[config.mk]
export PLATFORM = sky130hd
export DESIGN_NAME = wdog_monitor
export DESIGN_NICKNAME = d
export VERILOG_FILES = /design/src/rtl/wdog_pkg.sv /design/src/rtl/wdog_edge.sv /design/src/rtl/wdog_latch.sv /design/src/rtl/wdog_count.sv /design/src/rtl/wdog_pulse.sv /design/src/rtl/wdog_monitor.sv
export SDC_FILE = /design/constraint.sdc
export NUM_CORES = 1
export LEC_CHECK = 0
export CAP_MARGIN = 20
export CORE_MARGIN = 3
export CORE_UTILIZATION = 40
export CTS_CLUSTER_DIAMETER = 60
export DETAILED_ROUTE_END_ITERATION = 10
export PLACE_DENSITY = 0.62
export SLEW_MARGIN = 15
export SYNTH_ARGS = -nofsm -noshare
export SYNTH_HDL_FRONTEND = slang
export SYNTH_SLANG_ARGS = --single-unit
[constraint.sdc]
create_clock -name clk -period 4.81 [get_ports clk]
set_clock_uncertainty 0.2 [all_clocks]
set_input_delay 0.962 -clock clk [delete_from_list [all_inputs] [get_ports clk]]
set_output_delay 0.962 -clock clk [all_outputs]
set_load 0.05 [all_outputs]
[src/rtl/wdog_pkg.sv]
`timescale 1ns/1ps
// Package: shared types of the watchdog monitor.
// Assumes: nothing beyond the IEEE 1800-2017 language.
package wdog_pkg;
    // Operating state of the watchdog counter.
    typedef enum logic [0:0] {
        WD_IDLE = 1'b0,
        WD_RUN  = 1'b1
    } wd_state_e;
endpackage

[src/rtl/wdog_edge.sv]
`timescale 1ns/1ps
// Module: wdog_edge
// Detects a rising transition of the control bit.
// Assumes: ctl is synchronous to clk. The registered copy is cleared by
// reset, so a high level in the first cycle after reset is a rising transition.
module wdog_edge (
    input  logic clk,
    input  logic rst_n,
    input  logic ctl,
    output logic rise
);
    logic ctl_q;

    // Keep a one-cycle-old copy of the control bit.
    always_ff @(posedge clk) begin
        if (!rst_n) ctl_q <= 1'b0;
        else        ctl_q <= ctl;
    end

    // A rising transition is the bit high now and low in the previous cycle.
    always_comb rise = ctl & ~ctl_q;
endmodule

[src/rtl/wdog_latch.sv]
`timescale 1ns/1ps
// Module: wdog_latch
// Holds the reload value, written one byte at a time.
// Assumes: reset clears every byte. Byte 0 is the least significant.
module wdog_latch #(
    parameter int BYTE_W    = 8,
    parameter int NUM_BYTES = 2
) (
    input  logic                        clk,
    input  logic                        rst_n,
    input  logic [NUM_BYTES-1:0]        we,
    input  logic [BYTE_W-1:0]           din,
    output logic [BYTE_W*NUM_BYTES-1:0] value
);
    for (genvar gi = 0; gi < NUM_BYTES; gi++) begin : g_byte
        logic [BYTE_W-1:0] byte_q;

        // Capture the written byte when this byte's enable is set.
        always_ff @(posedge clk) begin
            if (!rst_n)      byte_q <= '0;
            else if (we[gi]) byte_q <= din;
        end

        assign value[gi*BYTE_W +: BYTE_W] = byte_q;
    end
endmodule

[src/rtl/wdog_count.sv]
`timescale 1ns/1ps
// Module: wdog_count
// Arming state and a byte-cascaded down-counter. A reload arms the counter.
// A falling strobe takes one from the count. A rising strobe while the count
// is zero is a time-out, which raises expire for one cycle and disarms.
// Assumes: a reload takes priority over a time-out in the same cycle, and a
// time-out takes priority over a falling strobe in the same cycle.
module wdog_count
    import wdog_pkg::*;
#(
    parameter int BYTE_W    = 8,
    parameter int NUM_BYTES = 2,
    localparam int CNT_W    = BYTE_W * NUM_BYTES
) (
    input  logic             clk,
    input  logic             rst_n,
    input  logic             reload,
    input  logic             step,
    input  logic             test,
    input  logic [CNT_W-1:0] load_val,
    output logic             armed,
    output logic [CNT_W-1:0] count,
    output logic             expire
);
    wd_state_e        state_q;
    logic [CNT_W-1:0] cnt_q;
    logic [CNT_W-1:0] dec_val;
    logic [NUM_BYTES-1:0] borrow;

    // The least significant byte always takes the borrow.
    assign borrow[0] = 1'b1;

    for (genvar gi = 0; gi < NUM_BYTES; gi++) begin : g_dec
        // Decrement this byte when a borrow reaches it.
        assign dec_val[gi*BYTE_W +: BYTE_W] =
            cnt_q[gi*BYTE_W +: BYTE_W] - {{(BYTE_W-1){1'b0}}, borrow[gi]};
        if (gi < NUM_BYTES - 1) begin : g_chain
            // Pass the borrow up only while this byte is zero.
            assign borrow[gi+1] = borrow[gi] & (cnt_q[gi*BYTE_W +: BYTE_W] == '0);
        end
    end

    // Time-out: armed, count at zero, rising strobe, and no reload.
    always_comb expire = (state_q == WD_RUN) && test && (cnt_q == '0) && !reload;

    // Arming state: a reload arms, a time-out disarms.
    always_ff @(posedge clk) begin
        if (!rst_n)      state_q <= WD_IDLE;
        else if (reload) state_q <= WD_RUN;
        else if (expire) state_q <= WD_IDLE;
    end

    // Count register: reload from the latches or step down.
    always_ff @(posedge clk) begin
        if (!rst_n)
            cnt_q <= '0;
        else if (reload)
            cnt_q <= load_val;
        else if ((state_q == WD_RUN) && step && !expire)
            cnt_q <= dec_val;
    end

    always_comb armed = (state_q == WD_RUN);
    always_comb count = cnt_q;
endmodule

[src/rtl/wdog_pulse.sv]
`timescale 1ns/1ps
// Module: wdog_pulse
// Stretches a one-cycle fire request into a low pulse of PULSE_CYCLES cycles.
// Assumes: PULSE_CYCLES >= 1. A fire during a pulse restarts the pulse.
module wdog_pulse #(
    parameter int PULSE_CYCLES = 2,
    localparam int PW          = $clog2(PULSE_CYCLES + 1)
) (
    input  logic clk,
    input  logic rst_n,
    input  logic fire,
    output logic out_n
);
    logic [PW-1:0] left_q;

    // Load the remaining length on fire, then count down to zero.
    always_ff @(posedge clk) begin
        if (!rst_n)              left_q <= '0;
        else if (fire)           left_q <= PW'(PULSE_CYCLES);
        else if (left_q != '0)   left_q <= left_q - PW'(1);
    end

    // The output is low while cycles remain.
    always_comb out_n = (left_q == '0);
endmodule

[src/rtl/wdog_monitor.sv]
`timescale 1ns/1ps
// Module: wdog_monitor (top)
// Watchdog monitor: byte reload latches, control-bit edge detector,
// cascaded down-counter and reset-pulse stretcher.
// Assumes: every input is synchronous to clk, and tck_fall and tck_rise are
// one-cycle strobes produced from the timer clock by logic elsewhere.
module wdog_monitor #(
    parameter int BYTE_W       = 8,
    parameter int NUM_BYTES    = 2,
    parameter int PULSE_CYCLES = 2
) (
    input  logic                 clk,
    input  logic                 rst_n,
    input  logic [NUM_BYTES-1:0] lat_we,
    input  logic [BYTE_W-1:0]    wr_data,
    input  logic                 ctl_arm,
    input  logic                 tck_fall,
    input  logic                 tck_rise,
    output logic                 rst_req_n
);
    localparam int CNT_W = BYTE_W * NUM_BYTES;

    logic             refresh;
    logic             armed;
    logic             expire;
    logic [CNT_W-1:0] latch_val;
    logic [CNT_W-1:0] cnt_val;

    wdog_edge u_edge (
        .clk   (clk),
        .rst_n (rst_n),
        .ctl   (ctl_arm),
        .rise  (refresh)
    );

    wdog_latch #(.BYTE_W(BYTE_W), .NUM_BYTES(NUM_BYTES)) u_latch (
        .clk   (clk),
        .rst_n (rst_n),
        .we    (lat_we),
        .din   (wr_data),
        .value (latch_val)
    );

    wdog_count #(.BYTE_W(BYTE_W), .NUM_BYTES(NUM_BYTES)) u_count (
        .clk      (clk),
        .rst_n    (rst_n),
        .reload   (refresh),
        .step     (tck_fall),
        .test     (tck_rise),
        .load_val (latch_val),
        .armed    (armed),
        .count    (cnt_val),
        .expire   (expire)
    );

    wdog_pulse #(.PULSE_CYCLES(PULSE_CYCLES)) u_pulse (
        .clk   (clk),
        .rst_n (rst_n),
        .fire  (expire),
        .out_n (rst_req_n)
    );
endmodule

==> results by group <==
Outcome
  • Status: complete, no violations

Yosys
  • Post-synth cell types: 38
  • Mapped Cells: between 150 and 200
  • Syn_area_per_cell: roughly 9.4 um2
  • Synthesized Nets: 200
  • Seq/Total Area, Yosys: 0.4217
  • Post-Syn Area: 1709 um2
  • Register bit total from synthesis: 36
  • Yosys warns: 0

Timing
  • RSZ-0062 raised after global routing: no
  • Setup violations, final: 0
  • Final hold violations: 0
  • Slew margin rel.: 0.5071
  • Max-slew violation count: 0
  • Final period util: 0.5750
  • Peak Freq: 361.6 MHz
  • Minimum clock period after layout: roughly 2.8 ns
  • Least-Margin Pin Slew: 0.7393 ns
  • Setup_tns: 0 ns

Route
  • Met2 WL: roughly 1500 um
  • Avg Vias per Cell: roughly 5.4
  • Drt drc: 0
  • Top Layer Used: met4
  • M1 WL: approximately 1700 um
  • Antenna viol nets, final: 0
  • Initial DRC count: about 70
  • WL met3: 133 um
  • Final wirelength: 3399 um
  • Vias: between 1000 and 1500
  • Routed len/inst: 13.99 um
  • Drt pass-1 iters: 4

Worst setup path
  • Critical path endpoint category: flop
  • Crit path max fanout: 20
  • Reg2reg setup slack: ~2.2 ns
  • CP Cell Sequence: clkdlybuf4s50_1 -> and4bb_2 -> nand3b_4 -> o21ai_2 -> or4b_2 -> a31oi_1
  • Family with the most delay on the worst path: compound AO/OA/AOI/OAI gates
  • Worst Path Required: 4.75 ns
  • CP arrival: ~2.7 ns
  • Delay of the slowest critical-path stage: between 0.6 and 0.7 ns
  • Buf/Inv on CP: 1
  • CP Launch Type: input port
  • FF-to-FF End: u_count.count[14]
  • CP Class: input port to flop
  • Worst reg-to-reg path cell count: 8
  • Reg-to-reg startpoint: u_count.count[2]
  • CP max stage cell: o21ai_2
  • WP depth: 6

Job
  • Max Cap Violations: 0

Pwr
  • LEAKAGE: between 0.7 and 0.8 nW
  • Power Density: around 330 nW/um2
  • Tot Pwr: 0.6538 mW
  • Worst IR Drop VDD: between 0.00015 and 0.0002 V

CTS
  • Reg clk slew, reported paths: roughly 0.07 ns
  • Post_cts resized: 0
  • CTS Buf Count: 5
  • Hold_buf cts: 0
  • Worst skew pair latency: 0.29 ns
  • Clock Path Buffers: 2
  • Clock sink count: 36
  • CTS tree: done
  • CTS root buf: clkbuf_8
  • Post-CTS Setup Repair Bufs: 0
  • H-tree depth: 2

Floorplanning
  • Die height: about 71 um
  • Site Rows: 23
  • Core area: 4058 um2
  • Starting Density: 0.4212
  • Die W: a little over 70 um
  • Die area: 5093 um2
  • IO Count: 16

Global routing
  • GRT overflow: 0
  • Total GRT Usage: 0.1391
  • First-pass GRT wire length: 5623 um
  • Vias in the first global route: 1209
  • Initial antenna violation count: 0
  • Largest net degree at the start of global routing: 43

Cells and area
  • Core Util, Final: 0.4838
  • # diodes: 0
  • Non-filler cells, final: 243
  • Number of nets in the final layout: 211
  • Area occupied by multi-input gates: 895.9 um2
  • Sequential cell area: 720.7 um2
  • Commonest non-fill, non-tap cell in the layout: dfxtp_1
  • Synth-to-Final Area Change: 14.86%
  • Most frequent cells in the layout: dfxtp_1 (36), nor2b_1 (18), o21ai_0 (17)
  • Fill cell count: 378
  • Share of cells above drive strength 1: 0.08808
  • Design area: 1963 um2

Min path
  • Hold Crit Start: u_pulse.left_q[1]
  • Worst Hold Class: flop to flop
  • Worst hold stages: 2
  • WHS Endpoint: u_pulse.left_q[0]

Placement
  • IO Port Bufs: 15
  • Area post-placement: 1853 um2
  • Post-DP HPWL: about 2400 um
  • Cell Count Post-Placement: between 200 and 250
  • GP Congestion: slightly below 0.8
cell type report:
class,count,share of cell area
multi-input combinational,126,0.4563
clock buffer,6,0.04207
inverter,7,0.01338
sequential,36,0.3671
timing repair buffer,16,0.08413
tap,50,0.03187
clock inverter,2,0.005099
registers in the layout, summed over array words and instances, names as in the netlist:
signal / flops
u_latch.g_byte.byte_q: 16
u_pulse.left_q: 2
u_count.count: 16
u_count.armed: 1
u_edge.ctl_q: 1
worst min-delay path: stages (launching register included):
cell and delay, ns:
dfxtp_1 0.33, nand3b_1 0.09, a21oi_1 0.04
through the flow:
step           worst slack, ns  hold slack (ns)
2_1_floorplan            2.439           0.2535
3_3_place_gp             1.792           0.2700
3_5_place_dp             1.727           0.2959
4_1_cts                  2.028           0.3053
5_1_grt                  1.900           0.3227
6_report                 2.044           0.2964
cell usage after synthesis (all sizes together):
cell | number | share of area
dfxtp | 36 | 0.42
ha | 4 | 0.029
o41ai | 1 | 0.0051
o21ai | 21 | 0.064
nand2b | 1 | 0.0037
o221ai | 3 | 0.015
and4bb | 1 | 0.0073
a22oi | 1 | 0.0044
nand3 | 1 | 0.0029
nor2b | 18 | 0.066
nand3b | 6 | 0.034
a21oi | 5 | 0.015
nor2 | 6 | 0.013
or2 | 1 | 0.0037
o211ai | 1 | 0.0044
o2111ai | 2 | 0.010
and3 | 1 | 0.0037
nand4 | 3 | 0.011
xor2 | 3 | 0.015
mux2i | 16 | 0.094
a21boi | 1 | 0.0044
a31oi | 9 | 0.033
clkbuf | 10 | 0.022
or4b | 1 | 0.0059
nand2 | 5 | 0.011
xnor2 | 1 | 0.0051
buf | 2 | 0.018
or3 | 4 | 0.015
and2 | 2 | 0.0073
nor4 | 1 | 0.0073
inv | 7 | 0.015
o31ai | 3 | 0.013
or4 | 4 | 0.020
where the power goes:
part           switching (mW)  total (mW)  internal [mW]  leakage, nW
clock                   0.105       0.220          0.114       0.0510
combinational          0.0522       0.101         0.0491        0.379
sequential             0.0153       0.333          0.318        0.297
how the worst max path moves through the flow:
stage	start	end	slack [ns]
finish	tck_rise	u_count.count[3]	2.04
CTS	tck_rise	u_count.count[3]	2.03
global placement	tck_rise	u_count.count[3]	1.79
global route	tck_rise	u_count.count[3]	1.90
floorplan	tck_rise	u_count.count[3]	2.44
detailed placement	tck_rise	u_count.count[3]	1.73
metal layers:
layer	global-route usage	vias to the layer above
met1	0.1797	607
met4	0.05637	0
met3	0.03927	6
met2	0.2184	22
li1	-	677
met5	0	-
cells by family (layout without fill, tap and decap cells):
kind of cell    after synthesis  in the layout  share of synthesized area
simple gates                 55             55                     0.2108
compound gates               47             47                     0.1684
flops                        36             36                     0.4217
buf+inv                      19             31                    0.05564
mux                          16             16                    0.09370
fa+ha+maj                     4              4                    0.02928
xor+xnor                      4              4                    0.02050
Power figures use the tool's default switching activity.
